[config.mk]
export PLATFORM = sky130hd
export DESIGN_NAME = irq_status_unit
export DESIGN_NICKNAME = d
export VERILOG_FILES = /design/src/rtl/irq_pkg.sv /design/src/rtl/irq_port_decode.sv /design/src/rtl/irq_status_next.sv /design/src/rtl/irq_status_unit.sv
export SDC_FILE = /design/constraint.sdc
export NUM_CORES = 1
export LEC_CHECK = 0
export ABC_AREA = 1
export BUFFER_PORTS_ARGS = -buffer_cell sky130_fd_sc_hd__buf_2
export CAP_MARGIN = 15
export CORE_MARGIN = 4
export CORE_UTILIZATION = 50
export DETAILED_ROUTE_END_ITERATION = 10
export GPL_ROUTABILITY_DRIVEN = 0
export PLACE_DENSITY = 0.82
export SLEW_MARGIN = 20
export SYNTH_ARGS = -nofsm -noshare
export SYNTH_HDL_FRONTEND = slang
export SYNTH_SLANG_ARGS = --single-unit
[constraint.sdc]
create_clock -name clk -period 3.7 [get_ports clk]
set_input_delay 0.185 -clock clk [delete_from_list [all_inputs] [get_ports clk]]
set_output_delay 0.185 -clock clk [all_outputs]
set_load 0.1 [all_outputs]
[src/rtl/irq_pkg.sv]
package irq_pkg;

    localparam int STAT_W = 8;

    localparam int B_RX      = 0;
    localparam int B_TXDONE  = 1;
    localparam int B_TXEMPTY = 2;
    localparam int B_ALLOC   = 3;
    localparam int B_AUX0    = 4;
    localparam int AUX_W     = STAT_W - B_AUX0;

    localparam logic [STAT_W-1:0] ACK_CLEARABLE = 8'hD6;
    localparam logic [STAT_W-1:0] STATUS_RESET  = 8'h04;

    typedef struct packed {
        logic [STAT_W-1:0] status;
        logic [STAT_W-1:0] mask;
        logic              irq;
    } irq_state_t;

endpackage

[src/rtl/irq_port_decode.sv]
module irq_port_decode
    import irq_pkg::*;
#(
    parameter int CNT_W = 3
) (
    input  logic              reg_we,
    input  logic              reg_addr,
    input  logic [STAT_W-1:0] reg_wdata,
    input  logic [CNT_W-1:0]  done_count,
    output logic [STAT_W-1:0] ack_clr,
    output logic              mask_we,
    output logic              pop
);
    logic ack_we;

    always_comb begin
        ack_we  = reg_we && (reg_addr == 1'b0);
        mask_we = reg_we && (reg_addr == 1'b1);
        ack_clr = ack_we ? (reg_wdata & ACK_CLEARABLE) : '0;
        pop     = ack_we && reg_wdata[B_TXDONE] && (done_count != '0);
    end

endmodule

[src/rtl/irq_status_next.sv]
module irq_status_next
    import irq_pkg::*;
#(
    parameter int CNT_W = 3
) (
    input  logic [STAT_W-1:0] status_q,
    input  logic [STAT_W-1:0] ack_clr,
    input  logic              ev_alloc_req,
    input  logic              ev_alloc_done,
    input  logic              ev_rx_queued,
    input  logic              ev_rx_emptied,
    input  logic [AUX_W-1:0]  ev_aux,
    input  logic [CNT_W-1:0]  tx_count,
    input  logic [CNT_W-1:0]  done_count,
    input  logic              pop,
    output logic [STAT_W-1:0] status_d
);
    logic [STAT_W-1:0] set_vec;
    logic [STAT_W-1:0] clr_vec;
    logic [CNT_W-1:0]  pop_ext;
    logic              done_left;

    always_comb begin
        pop_ext   = {{(CNT_W-1){1'b0}}, pop};
        done_left = done_count > pop_ext;

        set_vec            = '0;
        set_vec[B_RX]      = ev_rx_queued;
        set_vec[B_TXDONE]  = done_left;
        set_vec[B_TXEMPTY] = (tx_count == '0);
        set_vec[B_ALLOC]   = ev_alloc_done;
        set_vec[STAT_W-1:B_AUX0] = ev_aux;

        clr_vec          = ack_clr;
        clr_vec[B_RX]    = ev_rx_emptied;
        clr_vec[B_ALLOC] = ev_alloc_req;
    end

    for (genvar i = 0; i < STAT_W; i++) begin : g_bit
        assign status_d[i] = set_vec[i] | (status_q[i] & ~clr_vec[i]);
    end

endmodule

[src/rtl/irq_status_unit.sv]
module irq_status_unit
    import irq_pkg::*;
#(
    parameter int CNT_W = 3
) (
    input  logic              clk,
    input  logic              rst_n,
    input  logic              reg_we,
    input  logic              reg_addr,
    input  logic [7:0]        reg_wdata,
    output logic [7:0]        reg_rdata,
    input  logic              ev_alloc_req,
    input  logic              ev_alloc_done,
    input  logic              ev_rx_queued,
    input  logic              ev_rx_emptied,
    input  logic [3:0]        ev_aux,
    input  logic [CNT_W-1:0]  tx_count,
    input  logic [CNT_W-1:0]  done_count,
    output logic              done_pop,
    output logic              irq
);
    irq_state_t        st_d, st_q;
    logic [STAT_W-1:0] ack_clr;
    logic [STAT_W-1:0] status_nx;
    logic              mask_we;
    logic              pop;

    irq_port_decode #(.CNT_W(CNT_W)) u_decode (
        .reg_we     (reg_we),
        .reg_addr   (reg_addr),
        .reg_wdata  (reg_wdata),
        .done_count (done_count),
        .ack_clr    (ack_clr),
        .mask_we    (mask_we),
        .pop        (pop)
    );

    irq_status_next #(.CNT_W(CNT_W)) u_next (
        .status_q      (st_q.status),
        .ack_clr       (ack_clr),
        .ev_alloc_req  (ev_alloc_req),
        .ev_alloc_done (ev_alloc_done),
        .ev_rx_queued  (ev_rx_queued),
        .ev_rx_emptied (ev_rx_emptied),
        .ev_aux        (ev_aux),
        .tx_count      (tx_count),
        .done_count    (done_count),
        .pop           (pop),
        .status_d      (status_nx)
    );

    always_comb begin
        st_d        = st_q;
        st_d.status = status_nx;
        if (mask_we) begin
            st_d.mask = reg_wdata;
        end
        st_d.irq = |(st_d.status & st_d.mask);
    end

    always_ff @(posedge clk) begin
        if (!rst_n) begin
            st_q.status <= STATUS_RESET;
            st_q.mask   <= '0;
            st_q.irq    <= 1'b0;
        end else begin
            st_q <= st_d;
        end
    end

    assign reg_rdata = reg_addr ? st_q.mask : st_q.status;
    assign done_pop  = pop;
    assign irq       = st_q.irq;

endmodule

== Yosys cells after proc, flatten, opt, wreduce, memory -nomap -nowiden ==
Cells that the tools add are included.

* Reductions and logical operators: 7
* Bitwise logic cells: 26
* Order comparisons: 1
* Muxes and demuxes: 3

{| class="wikitable"
|+ Operators with widths
! operator !! count
|-
| $mux W8 || 3
|-
| $not A1 Y1 || 9
|-
| $and A1 B1 Y1 || 8
|-
| $and A8 B8 Y8 || 1
|-
| $or A1 B1 Y1 || 8
|-
| $reduce_or A8 Y1 || 1
|-
| $logic_and A1 B1 Y1 || 4
|-
| $gt A3 B1 Y1 || 1
|-
| $logic_not A3 Y1 || 1
|-
| $reduce_bool A3 Y1 || 1
|}

* Input bits: 26
* Register bits: 17
* Output and inout bits: 10
* Logic and storage cells: 40

== Longest topological paths before layout ==
* Depth in word-level cells: 8
* Mapped depth: 12
* Depth with buffers taken out: 11

== Hierarchy ==
Synthesis repeated with hierarchy kept, for this count alone.

* Cells, all modules: 166
* Area total of the unflattened synthesis: 999.7 sq um

{| class="wikitable"
|+ By module, submodules not included
! module !! cells each !! times used !! area an instance (sq um) !! seq. area each (sq um)
|-
| irq_status_unit || 116 || 1 || 767.0 || 340.3
|-
| irq_status_next || 27 || 1 || 133.9 || 0.0
|-
| irq_port_decode || 23 || 1 || 98.8 || 0.0
|}

== Worst setup path after synthesis ==
No wires, ideal clock.

* Kind: input-to-reg
* Start point: input port reg_addr
* End point: register irq (netlist name)
* Data required time: 3629 ps
* Path slack: 706 ps
* Library setup time: 71 ps
* Stages on the path: 12
* Path buffers: 1
* Data arrival time: 2924 ps
* Cell sequence: buf_6 inv_2 nand3_1 a31oi_1 ha_1 nor2_1 nor2_1 nand2_1 nand2_1 nand2_1 nor2_1 a21oi_1

* Word-level cells in the longest chain between the ends: 8
* Elaborated cells between the ends (all ways): 25
* Classes of those cells: order compare: 1; mux: 2; bitwise: 17; reduce/logical: 5

{| class="wikitable"
|+ Ends and longest elaborated chain
! what !! RTL line !! text
|-
| from (decl) || irq_status_unit.sv:9 || <nowiki>input logic reg_addr,</nowiki>
|-
| $not A1 Y1 || irq_port_decode.sv:17 || <nowiki>ack_we = reg_we && (reg_addr == 1'b0);</nowiki>
|-
| $logic_and A1 B1 Y1 || irq_port_decode.sv:17 ||
|-
| $logic_and A1 B1 Y1 (2 in a row) || irq_port_decode.sv:20 || <nowiki>pop = ack_we && reg_wdata[B_TXDONE] && (done_count != '0);</nowiki>
|-
| via done_pop || irq_status_unit.sv:19 || <nowiki>output logic done_pop,</nowiki>
|-
| $gt A3 B1 Y1 || irq_status_next.sv:25 || <nowiki>done_left = done_count > pop_ext;</nowiki>
|-
| $or A1 B1 Y1 || irq_status_next.sv:40 || <nowiki>assign status_d[i] = set_vec[i] | (status_q[i] & ~clr_vec[i]);</nowiki>
|-
| $and A8 B8 Y8 || irq_status_unit.sv:58 || <nowiki>st_d.irq = |(st_d.status & st_d.mask);</nowiki>
|-
| $reduce_or A8 Y1 || irq_status_unit.sv:58 ||
|}

The timed path passes the listed nets, and every way through them passes these cells.
A chain may end at the register's enable or synchronous reset.

== Final worst setup path ==
* Start point: input port reg_addr
* End point: output port done_pop

* Word-level cells in the longest chain between the ends: 4

{| class="wikitable"
|+ Ends and longest elaborated chain
! what !! RTL line
|-
| $not A1 Y1 || irq_port_decode.sv:17
|-
| $logic_and A1 B1 Y1 || irq_port_decode.sv:17
|-
| $logic_and A1 B1 Y1 (2 in a row) || irq_port_decode.sv:20
|-
| to (decl) || irq_status_unit.sv:19
|}

No other way between the ends.

==> metrics.yaml <==
max_slew_margin_pct: 67.1
crit_path_frequent_cell: "buf_2"
startpoint: "reg_addr"
dp.cells: 195
synth_seq_cells: 17
crit_path_cell_trace: "buf_2, inv_2, nand3_1, a31oi_1, buf_2"
cap_violations: 0
crit_family: "buffers and inverters"
seq_area_frac_synth_pct: 37.7
synth_cells: 140
r2r-start: "st_q[12]"
synth_fa_ha_area_share_pct: 1.39
finalNetCount: 202
firstDrtPassIters: 4
worst_slack_ps: 2060
synth_most_common_cell: "nand2_1"
syn_area_per_cell_um2: 6.44
drive_gt1_share_pct: 25.9
p_leak_nw: 0.632
cts_buffers: 3
clock_latency_ps: 290
synth_flop_cell: "dfxtp_1"
path_clk_slew_ps: 100
fin_cells: 199
setup-tns-final_ps: 0
yosys.area.top_type: "dfxtp_1"
io_buffers: 35
syn_area_um2: 902
yosys.cell_types.count: 15
ctsHoldBuffers: 0
die_y_um: 50.5
grt_max_degree: 20
min_from: "rst_n"
start_util_pct: 52.2
synthTopCellsByCount: "nand2_1 (52), inv_1 (18), dfxtp_1 (17), a21oi_1 (12), nand3_1 (11)"
cpMaxStageDelayCell: "buf_2"
diodes: 0
synthArstFlopShare_pct: 0
avgViaCountPerCell: 4.77
hold_path.class: "in2reg"
cp_max_fo: 19
worstSetupEndpointType: "output port"
grt_pass1_vias: 861
start_kind: "input pin"
num_rows: 15
post_drt_wl_per_cell_um: 10.4
regArea_um2: 340
ctsHtreeMaxLevel: 1
power_density_nw_per_um2: 401
drc_errors: 0
critPathBufInv: 3
path_class: "in2out"
setup_viol: 0
drv_slew: 0
tritoncts: "yes"
cts_resized: 0
skew_ps: 1.57
dr_total_vias: 950
fillers: 167
dp_hpwl_um: 1550
dieArea_um2: 2550
crit_arrival_ps: 1450
drtAntennaViolNets: 0
outcome: "finished, final reports clean"
io_pins: 36
synth_fp_nets: 167
synth_top_family_by_area: "simple AND/OR/NAND/NOR gates"
coreArea_um2: 1730
die_x_um: 50.5
worstMarginPinSlew_ps: 492
ir_drop_v: 0.000235
cts_buffer_depth: 2
antenna_found_initial: 0
area_delta_synth_final_pct: 21.4
synth_top_area_share_pct: 37.7
place_worst_setup_slack_ps: 1900
first_iter_violations: 19
synthTopCellsByArea: "dfxtp_1 (38%), nand2_1 (22%), inv_1 (7.5%)"
grtUsageTotal_pct: 18.4
fin_crit_ps: 1640
fmax_mhz: 610
cts_setup_buffers: 0
slowest_delay_ps: 470
synth_compound_area_share_pct: 11.8
synth_edf_count: 0
synth-simple-area-share_pct: 36.6
hold_viol_final: 0
min_period_over_period_pct: 44.3
cp.required_ps: 3510
synth_mux_area_share_pct: 0
drt-total-wl_um: 2070
synth_warnings: 0
clock_tree.root_cell: "clkbuf_4"
fin_worst_hold_slack_ps: 51.3
synth_xor_area_share_pct: 0
rsz0062_at_grt: "no"
grt_pass1_wl_um: 3570
multi_input_area_um2: 449
globalRoute.totalOverflow: 0
cts.sinks: 17
per-layer routing:
| layer | GRT usage (%) | routed length, um | vias up |
|---|---|---|---|
| met5 | 0 | 0 | - |
| met4 | 9.42 | 17 | 0 |
| met3 | 3.56 | 142 | 2 |
| met2 | 29.8 | 1030 | 37 |
| met1 | 23.0 | 879 | 408 |
| li1 | - | - | 503 |
cell usage in the layout, fill, tap and decap left out, types with 2 or more instances in the layout:
| cell type | synthesis | final |
|---|---|---|
| a21oi_1 | 12 | 12 |
| buf_2 | 0 | 35 |
| clkbuf_4 | 0 | 3 |
| dfxtp_1 | 17 | 17 |
| inv_1 | 18 | 18 |
| nand2_1 | 52 | 52 |
| nand2_2 | 2 | 2 |
| nand3_1 | 11 | 11 |
| nand3_2 | 3 | 3 |
| nor2_1 | 10 | 10 |
| o21ai_0 | 5 | 5 |
| o21bai_1 | 2 | 2 |
sequential cells by signal (all words and copies together) (netlist names):
register and count:
irq 1, st_q 16
report_power, final:
group / internal [W] / total [W] / switching, W
Sequential: 0.000195 / 0.000199 / 0.00000477
Combinational: 0.0000330 / 0.000137 / 0.000104
Clock: 0.0000402 / 0.000102 / 0.0000620
Total: 0.000268 / 0.000439 / 0.000171
path summary, 6_finish.rpt:
kind,end,slack (ps),cells past startpoint
setup / recovery,done_pop,2060,5
hold / removal,st_q[11],50,2
setup reg to reg,irq,2760,6
hold reg to reg,st_q[14],480,2
cell families after synthesis:
| family | count (synthesis) |
|---|---|
| adder cells (fa/ha/maj) | 1 |
| AND/OR/NAND/NOR | 78 |
| buffers and inverters | 24 |
| flip-flops | 17 |
| AO/OA/AOI/OAI | 20 |
cell type report:
| cell class | instances | share of cell area [%] |
|---|---|---|
| well taps | 25 | 2.86 |
| clock inverters | 1 | 0.457 |
| flip-flops and latches | 17 | 31.1 |
| clock buffers | 3 | 2.06 |
| repair buffers | 35 | 16.0 |
| inverters | 19 | 6.51 |
| multi-input cells | 99 | 41.0 |
metrics by stage:
stage	power (W)	instance area, um2	utilization (%)
5_1_grt	0.000463	1090	63.4
3_3_place_gp	0.000338	1070	61.8
6_report	0.000439	1090	63.4
2_1_floorplan	0.000313	902	-
3_5_place_dp	0.000341	1070	61.8
4_1_cts	0.000444	1090	63.4
No activity file was read; power rests on OpenSTA's default activity.
